[src/rtl/gyro_fifo_pkg.sv]
package gyro_fifo_pkg;
  localparam int WORD_W = 16;
  localparam int BYTE_W = 8;
  localparam int NUM_CH = 4;
  localparam int SLOTS  = NUM_CH + 1;          // data words plus footer
  localparam int BUF_W  = WORD_W * SLOTS;
  localparam int LEFT_W = $clog2(2 * SLOTS + 1);
  localparam int CNT_W  = 16;
  typedef logic [BYTE_W-1:0] byte_t;
  typedef logic [WORD_W-1:0] word_t;
endpackage

[src/rtl/sfifo_packer.sv]
module sfifo_packer
  import gyro_fifo_pkg::*;
(
  input  logic                          clk,
  input  logic                          rst_n,
  input  logic                          clr,
  input  logic                          enable,
  input  logic                          strobe,
  input  logic [NUM_CH-1:0][WORD_W-1:0] words,   // index 0 is temperature
  input  logic [NUM_CH-1:0]             ch_en,   // msb selects temperature
  input  logic                          add_footer,
  output logic                          wr_en,
  output byte_t                         wr_byte
);
  logic [BUF_W-1:0]  sh_q, sh_d, pack;
  logic [LEFT_W-1:0] left_q, left_d, nbytes;
  logic              accept;

  always_comb begin
    logic [BUF_W-1:0] acc;
    int k;
    acc = '0;
    k   = 0;
    if (add_footer && (ch_en != '0)) begin
      acc = {acc[BUF_W-WORD_W-1:0], {WORD_W{1'b0}}};
      k   = k + 1;
    end
    for (int i = 0; i < NUM_CH; i++) begin
      if (ch_en[NUM_CH-1-i]) begin
        acc = {acc[BUF_W-WORD_W-1:0], words[i]};
        k   = k + 1;
      end
    end
    pack   = acc << (WORD_W * (SLOTS - k));
    nbytes = LEFT_W'(2 * k);
  end

  assign accept = enable && strobe && (left_q == '0) && (ch_en != '0);

  always_comb begin
    sh_d   = sh_q;
    left_d = left_q;
    if (clr) begin
      left_d = '0;
    end else if (accept) begin
      sh_d   = pack;
      left_d = nbytes;
    end else if (left_q != '0) begin
      sh_d   = sh_q << BYTE_W;
      left_d = left_q - 1'b1;
    end
  end

  always_ff @(posedge clk or negedge rst_n) begin
    if (!rst_n) begin
      sh_q   <= '0;
      left_q <= '0;
    end else begin
      sh_q   <= sh_d;
      left_q <= left_d;
    end
  end

  assign wr_en   = (left_q != '0) && !clr;
  assign wr_byte = sh_q[BUF_W-1 -: BYTE_W];
endmodule

[src/rtl/sfifo_store.sv]
module sfifo_store
  import gyro_fifo_pkg::*;
#(
  parameter  int DEPTH = 512,
  localparam int AW    = $clog2(DEPTH)
)(
  input  logic        clk,
  input  logic        rst_n,
  input  logic        clr,
  input  logic        wr_en,
  input  byte_t       wr_byte,
  input  logic        rd_req,
  input  logic        footer_mode,
  output byte_t       rd_data,
  output logic [AW:0] count,
  output logic        ovf,
  output logic        armed
);
  localparam logic [AW:0] FULL = (AW+1)'(DEPTH);

  byte_t         mem [DEPTH];
  logic [AW-1:0] wptr_q, wptr_d, rptr_q, rptr_d;
  logic [AW:0]   cnt_q, cnt_d;
  logic          ovf_q, ovf_d, arm_q, arm_d;
  byte_t         rdat_q, rdat_d;
  logic          push_ok, pop_ok;

  assign push_ok = wr_en && (cnt_q != FULL);
  assign pop_ok  = rd_req && (cnt_q != '0);

  always_comb begin
    wptr_d = wptr_q;
    rptr_d = rptr_q;
    cnt_d  = cnt_q;
    ovf_d  = ovf_q;
    arm_d  = arm_q;
    rdat_d = rdat_q;
    if (clr) begin
      wptr_d = '0;
      rptr_d = '0;
      cnt_d  = '0;
      ovf_d  = 1'b0;
      arm_d  = 1'b0;
      rdat_d = '0;
    end else begin
      if (push_ok) wptr_d = wptr_q + 1'b1;
      if (pop_ok)  rptr_d = rptr_q + 1'b1;
      cnt_d = cnt_q + (AW+1)'(push_ok) - (AW+1)'(pop_ok);
      ovf_d = ovf_q || (cnt_d == FULL);
      arm_d = arm_q || (pop_ok && footer_mode);
      if (rd_req) rdat_d = pop_ok ? mem[rptr_q] : '0;
    end
  end

  always_ff @(posedge clk) begin
    if (push_ok && !clr) mem[wptr_q] <= wr_byte;
  end

  always_ff @(posedge clk or negedge rst_n) begin
    if (!rst_n) begin
      wptr_q <= '0;
      rptr_q <= '0;
      cnt_q  <= '0;
      ovf_q  <= 1'b0;
      arm_q  <= 1'b0;
      rdat_q <= '0;
    end else begin
      wptr_q <= wptr_d;
      rptr_q <= rptr_d;
      cnt_q  <= cnt_d;
      ovf_q  <= ovf_d;
      arm_q  <= arm_d;
      rdat_q <= rdat_d;
    end
  end

  assign rd_data = rdat_q;
  assign count   = cnt_q;
  assign ovf     = ovf_q;
  assign armed   = arm_q;
endmodule

[src/rtl/gyro_sample_fifo.sv]
module gyro_sample_fifo
  import gyro_fifo_pkg::*;
#(
  parameter int DEPTH = 512
)(
  input  logic             clk,
  input  logic             rst_n,
  input  logic             fifo_enable,
  input  logic             fifo_reset,
  input  logic [7:0]       cap_en,
  input  logic             sample_strobe,
  input  logic [15:0]      temp_word,
  input  logic [15:0]      x_word,
  input  logic [15:0]      y_word,
  input  logic [15:0]      z_word,
  input  logic             rd_req,
  output logic [7:0]       rd_data,
  output logic [CNT_W-1:0] fill_count,
  output logic             ovf_flag
);
  localparam int AW = $clog2(DEPTH);

  logic                          wr_en, armed;
  byte_t                         wr_byte;
  logic [AW:0]                   count;
  logic [NUM_CH-1:0][WORD_W-1:0] words;
  logic                          unused_aux;

  assign words      = {z_word, y_word, x_word, temp_word};
  assign unused_aux = ^cap_en[3:1];   // auxiliary-axis selects are not captured

  sfifo_packer u_packer (
    .clk        (clk),
    .rst_n      (rst_n),
    .clr        (fifo_reset),
    .enable     (fifo_enable),
    .strobe     (sample_strobe),
    .words      (words),
    .ch_en      (cap_en[7:4]),
    .add_footer (armed && cap_en[0]),
    .wr_en      (wr_en),
    .wr_byte    (wr_byte)
  );

  sfifo_store #(.DEPTH(DEPTH)) u_store (
    .clk         (clk),
    .rst_n       (rst_n),
    .clr         (fifo_reset),
    .wr_en       (wr_en),
    .wr_byte     (wr_byte),
    .rd_req      (rd_req),
    .footer_mode (cap_en[0]),
    .rd_data     (rd_data),
    .count       (count),
    .ovf         (ovf_flag),
    .armed       (armed)
  );

  assign fill_count = {{(CNT_W-AW-1){1'b0}}, count};
endmodule

[config.mk]
export PLATFORM = sky130hd
export DESIGN_NAME = gyro_sample_fifo
export DESIGN_NICKNAME = d
export VERILOG_FILES = /design/src/rtl/gyro_fifo_pkg.sv /design/src/rtl/sfifo_packer.sv /design/src/rtl/sfifo_store.sv /design/src/rtl/gyro_sample_fifo.sv
export SDC_FILE = /design/constraint.sdc
export NUM_CORES = 2
export LEC_CHECK = 0
export ABC_AREA = 0
export CAP_MARGIN = 10
export CORE_ASPECT_RATIO = 0.8
export CORE_MARGIN = 5
export CORE_UTILIZATION = 46
export CTS_BUF_LIST = sky130_fd_sc_hd__clkbuf_16
export CTS_CLUSTER_SIZE = 40
export DETAILED_ROUTE_END_ITERATION = 10
export DONT_BUFFER_PORTS = 1
export GPL_ROUTABILITY_DRIVEN = 0
export MAX_ROUTING_LAYER = met4
export PLACE_DENSITY_LB_ADDON = 0.1
export SYNTH_ARGS = -nofsm -noshare
export SYNTH_HDL_FRONTEND = slang
export SYNTH_SLANG_ARGS = --single-unit
[constraint.sdc]
create_clock -name clk -period 8.6 [get_ports clk]
set_input_delay 1.72 -clock clk [delete_from_list [all_inputs] [get_ports clk]]
set_output_delay 1.72 -clock clk [all_outputs]
set_load 0.02 [all_outputs]
After elaboration in Yosys (flattened, before gate mapping)

Memories as Yosys holds them, arrays and structs flattened.
Index checks and enable logic that the tools add are counted.

Bits in registers: 122
RAM bits: 4096
Input bits: 78
Output and inout bits: 25
Logic and storage cells: 72
Memories kept: 1

Add/sub/neg operators: 10
Equality and inequality tests: 2
Shift-type cells: 1
Mux-type cells: 26
Bitwise operators: 1
Reduce and logical (&&, ||, !) cells: 23

Memory list:

| memory      | words | width | read ports | clocked after memory_dff | write ports | RTL line          | text |
|---|---|---|---|---|---|---|---|
| u_store.mem | 512   | 8     | 1          | 0                        | 1           | sfifo_store.sv:21 | `byte_t mem [DEPTH];` |

Operators by type and width:

| kind                    | number |
|---|---|
| $mux W80                | 5 |
| $mux W28                | 3 |
| $shl A80 B32 Y80        | 1 |
| $add A28 B2 Y28 const B | 2 |
| $mux W9                 | 4 |
| $sub A4 B28 Y28 const A | 1 |
| $mux W8                 | 3 |
| $add A9 B1 Y9 const B   | 2 |
| $mux W16                | 1 |
| $mux W4                 | 3 |
| $add A10 B1 Y10         | 1 |
| $eq A10 B10 Y1 const B  | 1 |
| $logic_and A1 B1 Y1     | 10 |
| $mux W10                | 1 |
| $ne A10 B10 Y1 const B  | 1 |
| $reduce_bool A10 Y1     | 1 |
| $sub A10 B1 Y10         | 1 |
| $reduce_bool A2 Y1      | 4 |
| $reduce_bool A4 Y1      | 2 |
| $mux W1                 | 5 |
| $logic_not A4 Y1        | 1 |
| $sub A4 B1 Y4 const B   | 1 |
| $add A2 B1 Y3 const B   | 1 |
| $reduce_bool A3 Y1      | 1 |
| other kinds (6)         | 7 |

Logic depth before layout (Yosys ltp)

Depth after elaboration: 14
Depth in mapped cells: 28
Mapped depth without buffers: 21

Cells and area by module

From an unflattened synthesis, not the netlist that was laid out.

Cells, all modules: 8950
Area total of the unflattened synthesis: 169037.1 um^2

Modules (own cells, without submodules):

| module           | instances | cells each | area an instance (um^2) |
|---|---|---|---|
| sfifo_store      | 1         | 7982       | 161577.5 |
| sfifo_packer     | 1         | 960        | 7404.6 |
| gyro_sample_fifo | 1         | 8          | 55.1 |

Worst setup path after synthesis

OpenSTA, ideal clock, no wires.

Path kind: register -> register
Start point: reg u_packer.sh_q[72]
End point: mem u_store.mem[0][0] in the netlist's numbering (data pin)
Library setup time: 1.405 ns
Arrival time: 6.065 ns
Required time: 7.195 ns
Slack: 1.131 ns
Cell stages (with the launch flop): 1
Clock period less this slack: 7.469 ns
Cell sequence: dfrtp_1

RTL lines:

| item                     | RTL line           | text |
|---|---|---|
| start: declaration       | sfifo_packer.sv:15 | `logic [BUF_W-1:0] sh_q, sh_d, pack;` |
| start signal: assignment | sfifo_packer.sv:56 | `sh_q <= '0;` |
| start signal: assignment | sfifo_packer.sv:59 | `sh_q <= sh_d;` |
| end: declaration         | sfifo_store.sv:21  |  |

No word-level cell before the write port.

Worst setup path in the final report

Start point: in cap_en[7]
End point: reg u_packer.sh_q[57]

Word-level cells in the longest chain between the ends: 14
Elaborated cells on any way between the ends: 21
Those cells by class: add/sub: 5; shift: 1; mux: 10; reduce/logical: 5

Ends and longest elaborated chain:

| item                | RTL line                               | text |
|---|---|---|
| start: declaration  | gyro_sample_fifo.sv:10                 | `input logic [7:0] cap_en,` |
| $reduce_bool A4 Y1  | sfifo_packer.sv:24, sfifo_packer.sv:38 |  |
| $logic_and A1 B1 Y1 | sfifo_packer.sv:24                     | `if (add_footer && (ch_en != '0)) begin` |
| $mux W1             | sfifo_packer.sv:24                     |  |
| $add A1 B1 Y2       | sfifo_packer.sv:31                     | `k = k + 1;` |
| $mux W2             | sfifo_packer.sv:29                     | `if (ch_en[NUM_CH-1-i]) begin` |
| $add A2 B1 Y3       | sfifo_packer.sv:31                     |  |
| $mux W28            | sfifo_packer.sv:29                     |  |
| $add A28 B2 Y28     | sfifo_packer.sv:31                     |  |
| $mux W28            | sfifo_packer.sv:29                     |  |
| $add A28 B2 Y28     | sfifo_packer.sv:31                     |  |
| $mux W28            | sfifo_packer.sv:29                     |  |
| $sub A4 B28 Y28     | sfifo_packer.sv:34                     | `pack = acc << (WORD_W * (SLOTS - k));` |
| $shl A80 B32 Y80    | sfifo_packer.sv:34                     |  |
| $mux W80            | sfifo_packer.sv:45                     | `end else if (accept) begin` |

Several ways; a longest one is shown, not always the timed one.
A chain may end at the register's enable or synchronous reset.

==> metrics.md <==
| Metric | Value |
|---|---|
| Status | finished, violations left |
| Failing checks | max-capacitance violations, max-slew violations |
| Vias in the first global route | between 80000 and 90000 |
| Post-CTS Resized | 0 |
| Clk Latency, worst-skew pair | around 1 ns |
| Floorplan row count | between 150 and 200 |
| Worst min path class | reg -> reg |
| Vias | 86421 |
| Number of synthesized flops with an enable pin | just over 4000 |
| Most frequent cells in the layout | edfxtp_1 (4096), mux4_2 (1031), nor2_1 (667), clkbuf_16 (425), mux2i_1 (350) |
| Syn-to-layout area delta | 11.1% |
| Setup violators final | 0 |
| Starting DRT DRC Count | about 11000 |
| Core Box Area | 364000 µm² |
| Main synth FF type | edfxtp_1 |
| Fin. Hold Viols | 0 |
| CP cell instances | or4_1 > nand3_1 > ha_1 > nor2b_1 > and2_1 > or3_1 > inv_1 > ha_1 > nand2_1 > inv_1 > nor2_2 > buf_4 > inv_1 > ha_1 > nor3b_1 > o21a_1 > nand3_1 > o221ai_1 > a32oi_1 > o21ai_0 |
| # port buffers | 0 |
| Residual DRC | 0 |
| # clock sinks | roughly 4200 |
| Clock transition at path regs | 0.06 ns |
| Total Routing Usage GR | around a quarter |
| Netlist cell types | 83 |
| Die area | around 380000 µm² |
| WL per Instance | ~35 µm |
| Mapped Avg Cell Area | 20.1 µm² |
| Final wirelength | 475000 µm |
| Final Cycle Share | a little over 80% |
| Worst Skew | ~0.048 ns |
| Slew margin rel. | -3.61% |
| ANT nets after route | 0 |
| Post-CTS setup buffer count | 0 |
| Clk buf depth | 4 |
| Largest net degree at the start of global routing | 186 |
| Crit path kind | in -> reg |
| Number of synthesized register bits | around 4200 |
| CTS tree | yes |
| DR pass1 iterations | 7 |
| Initial antenna violation count | 36 |
| P per Cell Area | 287 nW/µm² |
| Maximum clock rate | about 140 MHz |
| Vias/cell | 6.34 |
| Lkg Pwr | 57.4 nW |
| Synth async-reset ratio | under 10% |
| Crit path DAT | 8.00 ns |
| Nets | ~8600 |
| Commonest non-fill, non-tap cell in the layout | edfxtp_1 |
| Final cell count without fillers | 13622 |
| CP max stage delay | 0.81 ns |
| Setup crit end kind | flop |
| H-tree depth | 5 |
| Die width | 686 µm |
| GR Overflow Total | 0 |
| Maximum vdd drop | 285 µV |
| Fin. max-slew vios | 5 |
| Crit-path slowest cell | nand3_1 |
| Placed cells | 12826 |
| MaxCap Viol Count | 1 |
| Hold slack | approximately 0.48 ns |
| Final HPWL DP | 284000 µm |
| Proportion of layout cells with a drive suffix above 1 | between 20 and 25% |
| Root Driver | clkbuf_16 |
| WP data required | 9.47 ns |
| Worst slew pin tran | between 1.5 and 2 ns |
| Synthesized area | 168000 µm² |
| Startpoint Class | input pin |
| RSZ-0062 raised after global routing | no |
| Minimum clock period | 7.13 ns |
| First-pass GRT wire length | about 670000 µm |
| Ys Warns | 0 |
| R2R setup slack | 2.49 ns |
| Cts hold-fix bufs | 0 |
| Sum Neg Setup Slack | 0 ns |
| CTS buffer count | about 420 |
| Sequential area share after synthesis | around 75% |
| Worst-path fanout max | 32 |
| Post-synthesis cell count | ~8400 |
| Die Y | between 500 and 600 µm |
| Initial Utilization | between 40% and 50% |
| Top Ports | ~100 |
## worst paths after layout
path | depth (start not counted) | from | endpoint
worst max-delay path | 20 | cap_en[7] | u_packer.sh_q[57]$_DFFE_PN0P_
worst min-delay path | 2 | u_packer.sh_q[10]$_DFFE_PN0P_ | u_packer.sh_q[10]$_DFFE_PN0P_
worst max register to register | 19 | u_store.armed$_DFF_PN0_ | u_packer.sh_q[57]$_DFFE_PN0P_
worst min register to register | 2 | u_packer.sh_q[10]$_DFFE_PN0P_ | u_packer.sh_q[10]$_DFFE_PN0P_
max in group asynchronous | 0 | rst_n | u_store.rptr_q[0]$_DFFE_PN0P_
min in group asynchronous | 0 | rst_n | u_store.armed$_DFF_PN0_
## cells in the mapped netlist (49+ instances only)
library cell | instances | area [µm²]
edfxtp_1 | 4096 | 123000
mux4_2 | 1031 | 23200
nor2_1 | 676 | 2540
mux2i_1 | 350 | 3500
nand2_1 | 281 | 1050
clkbuf_1 | 274 | 1030
a21oi_1 | 177 | 886
o21ai_0 | 177 | 886
dfrtp_1 | 122 | 3050
buf_2 | 100 | 500
a221oi_1 | 82 | 718
buf_6 | 76 | 856
a22oi_1 | 62 | 465
nand3_1 | 58 | 290
o221ai_1 | 54 | 473
buf_4 | 49 | 368
## critical path, delay by kind of cell
family          cells  cell delay, ns
compound gates      4            1.43
buf+inv             4            0.66
simple gates        9            3.24
fa+ha+maj           3            0.92
## metal layers
layer	global-route usage [%]	vias to the layer above	share of wire (%)
li1	-	34868	-
met1	38.3	46814	44
met2	36.4	4022	44
met3	5.06	717	8.9
met4	6.36	0	2.6
met5	-	-	0
## cells by family after synthesis
logic type | Yosys count | share of synthesized area (%)
other | 2 | 0.00446
adder cells (fa/ha/maj) | 30 | 0.227
buffers and inverters | 593 | 1.96
multiplexers | 1413 | 16.1
AO/OA/AOI/OAI | 893 | 3.66
flip-flops | 4218 | 74.9
AND/OR/NAND/NOR | 1202 | 3.01
XOR/XNOR | 25 | 0.130
## state kept, by name, indices dropped and copies added (netlist names)
| name | cells |
|---|---|
| u_store.count | 10 |
| u_store.rd_data | 8 |
| u_store.mem | 4096 |
| u_store.armed | 1 |
| u_store.wptr_q | 9 |
| u_packer.sh_q | 80 |
| u_packer.left_q | 4 |
| u_store.rptr_q | 9 |
| u_store.ovf | 1 |
## metrics by stage
step | util, % | area (µm²) | power, W | setup WS, ns
2_1_floorplan | - | 168000 | 0.0336 | 1.13
3_3_place_gp | 47.6 | 173000 | 0.0358 | 0.886
3_5_place_dp | 47.6 | 173000 | 0.0361 | 0.802
4_1_cts | 51.3 | 187000 | 0.0540 | 1.84
5_1_grt | 51.4 | 187000 | 0.0555 | 1.15
6_report | 51.4 | 187000 | 0.0537 | 1.47
## power by group
group          leakage, nW  switching, W  total [W]  internal, W
sequential            38.1      0.000587     0.0264       0.0258
clock                 6.86       0.00789     0.0181       0.0102
combinational         12.4       0.00639    0.00921      0.00282
## final cells by class
class	instances	area, µm²
Fill cell	28695	177000
Sequential cell	4218	126000
Multi-Input combinational cell	3570	39200
Clock buffer	425	10600
Tap cell	4800	6010
Clock inverter	349	2850
Timing Repair Buffer	200	1890
Inverter	38	155
Antenna cell	22	55.1
Note: power is estimated with default switching activity, not from simulation.
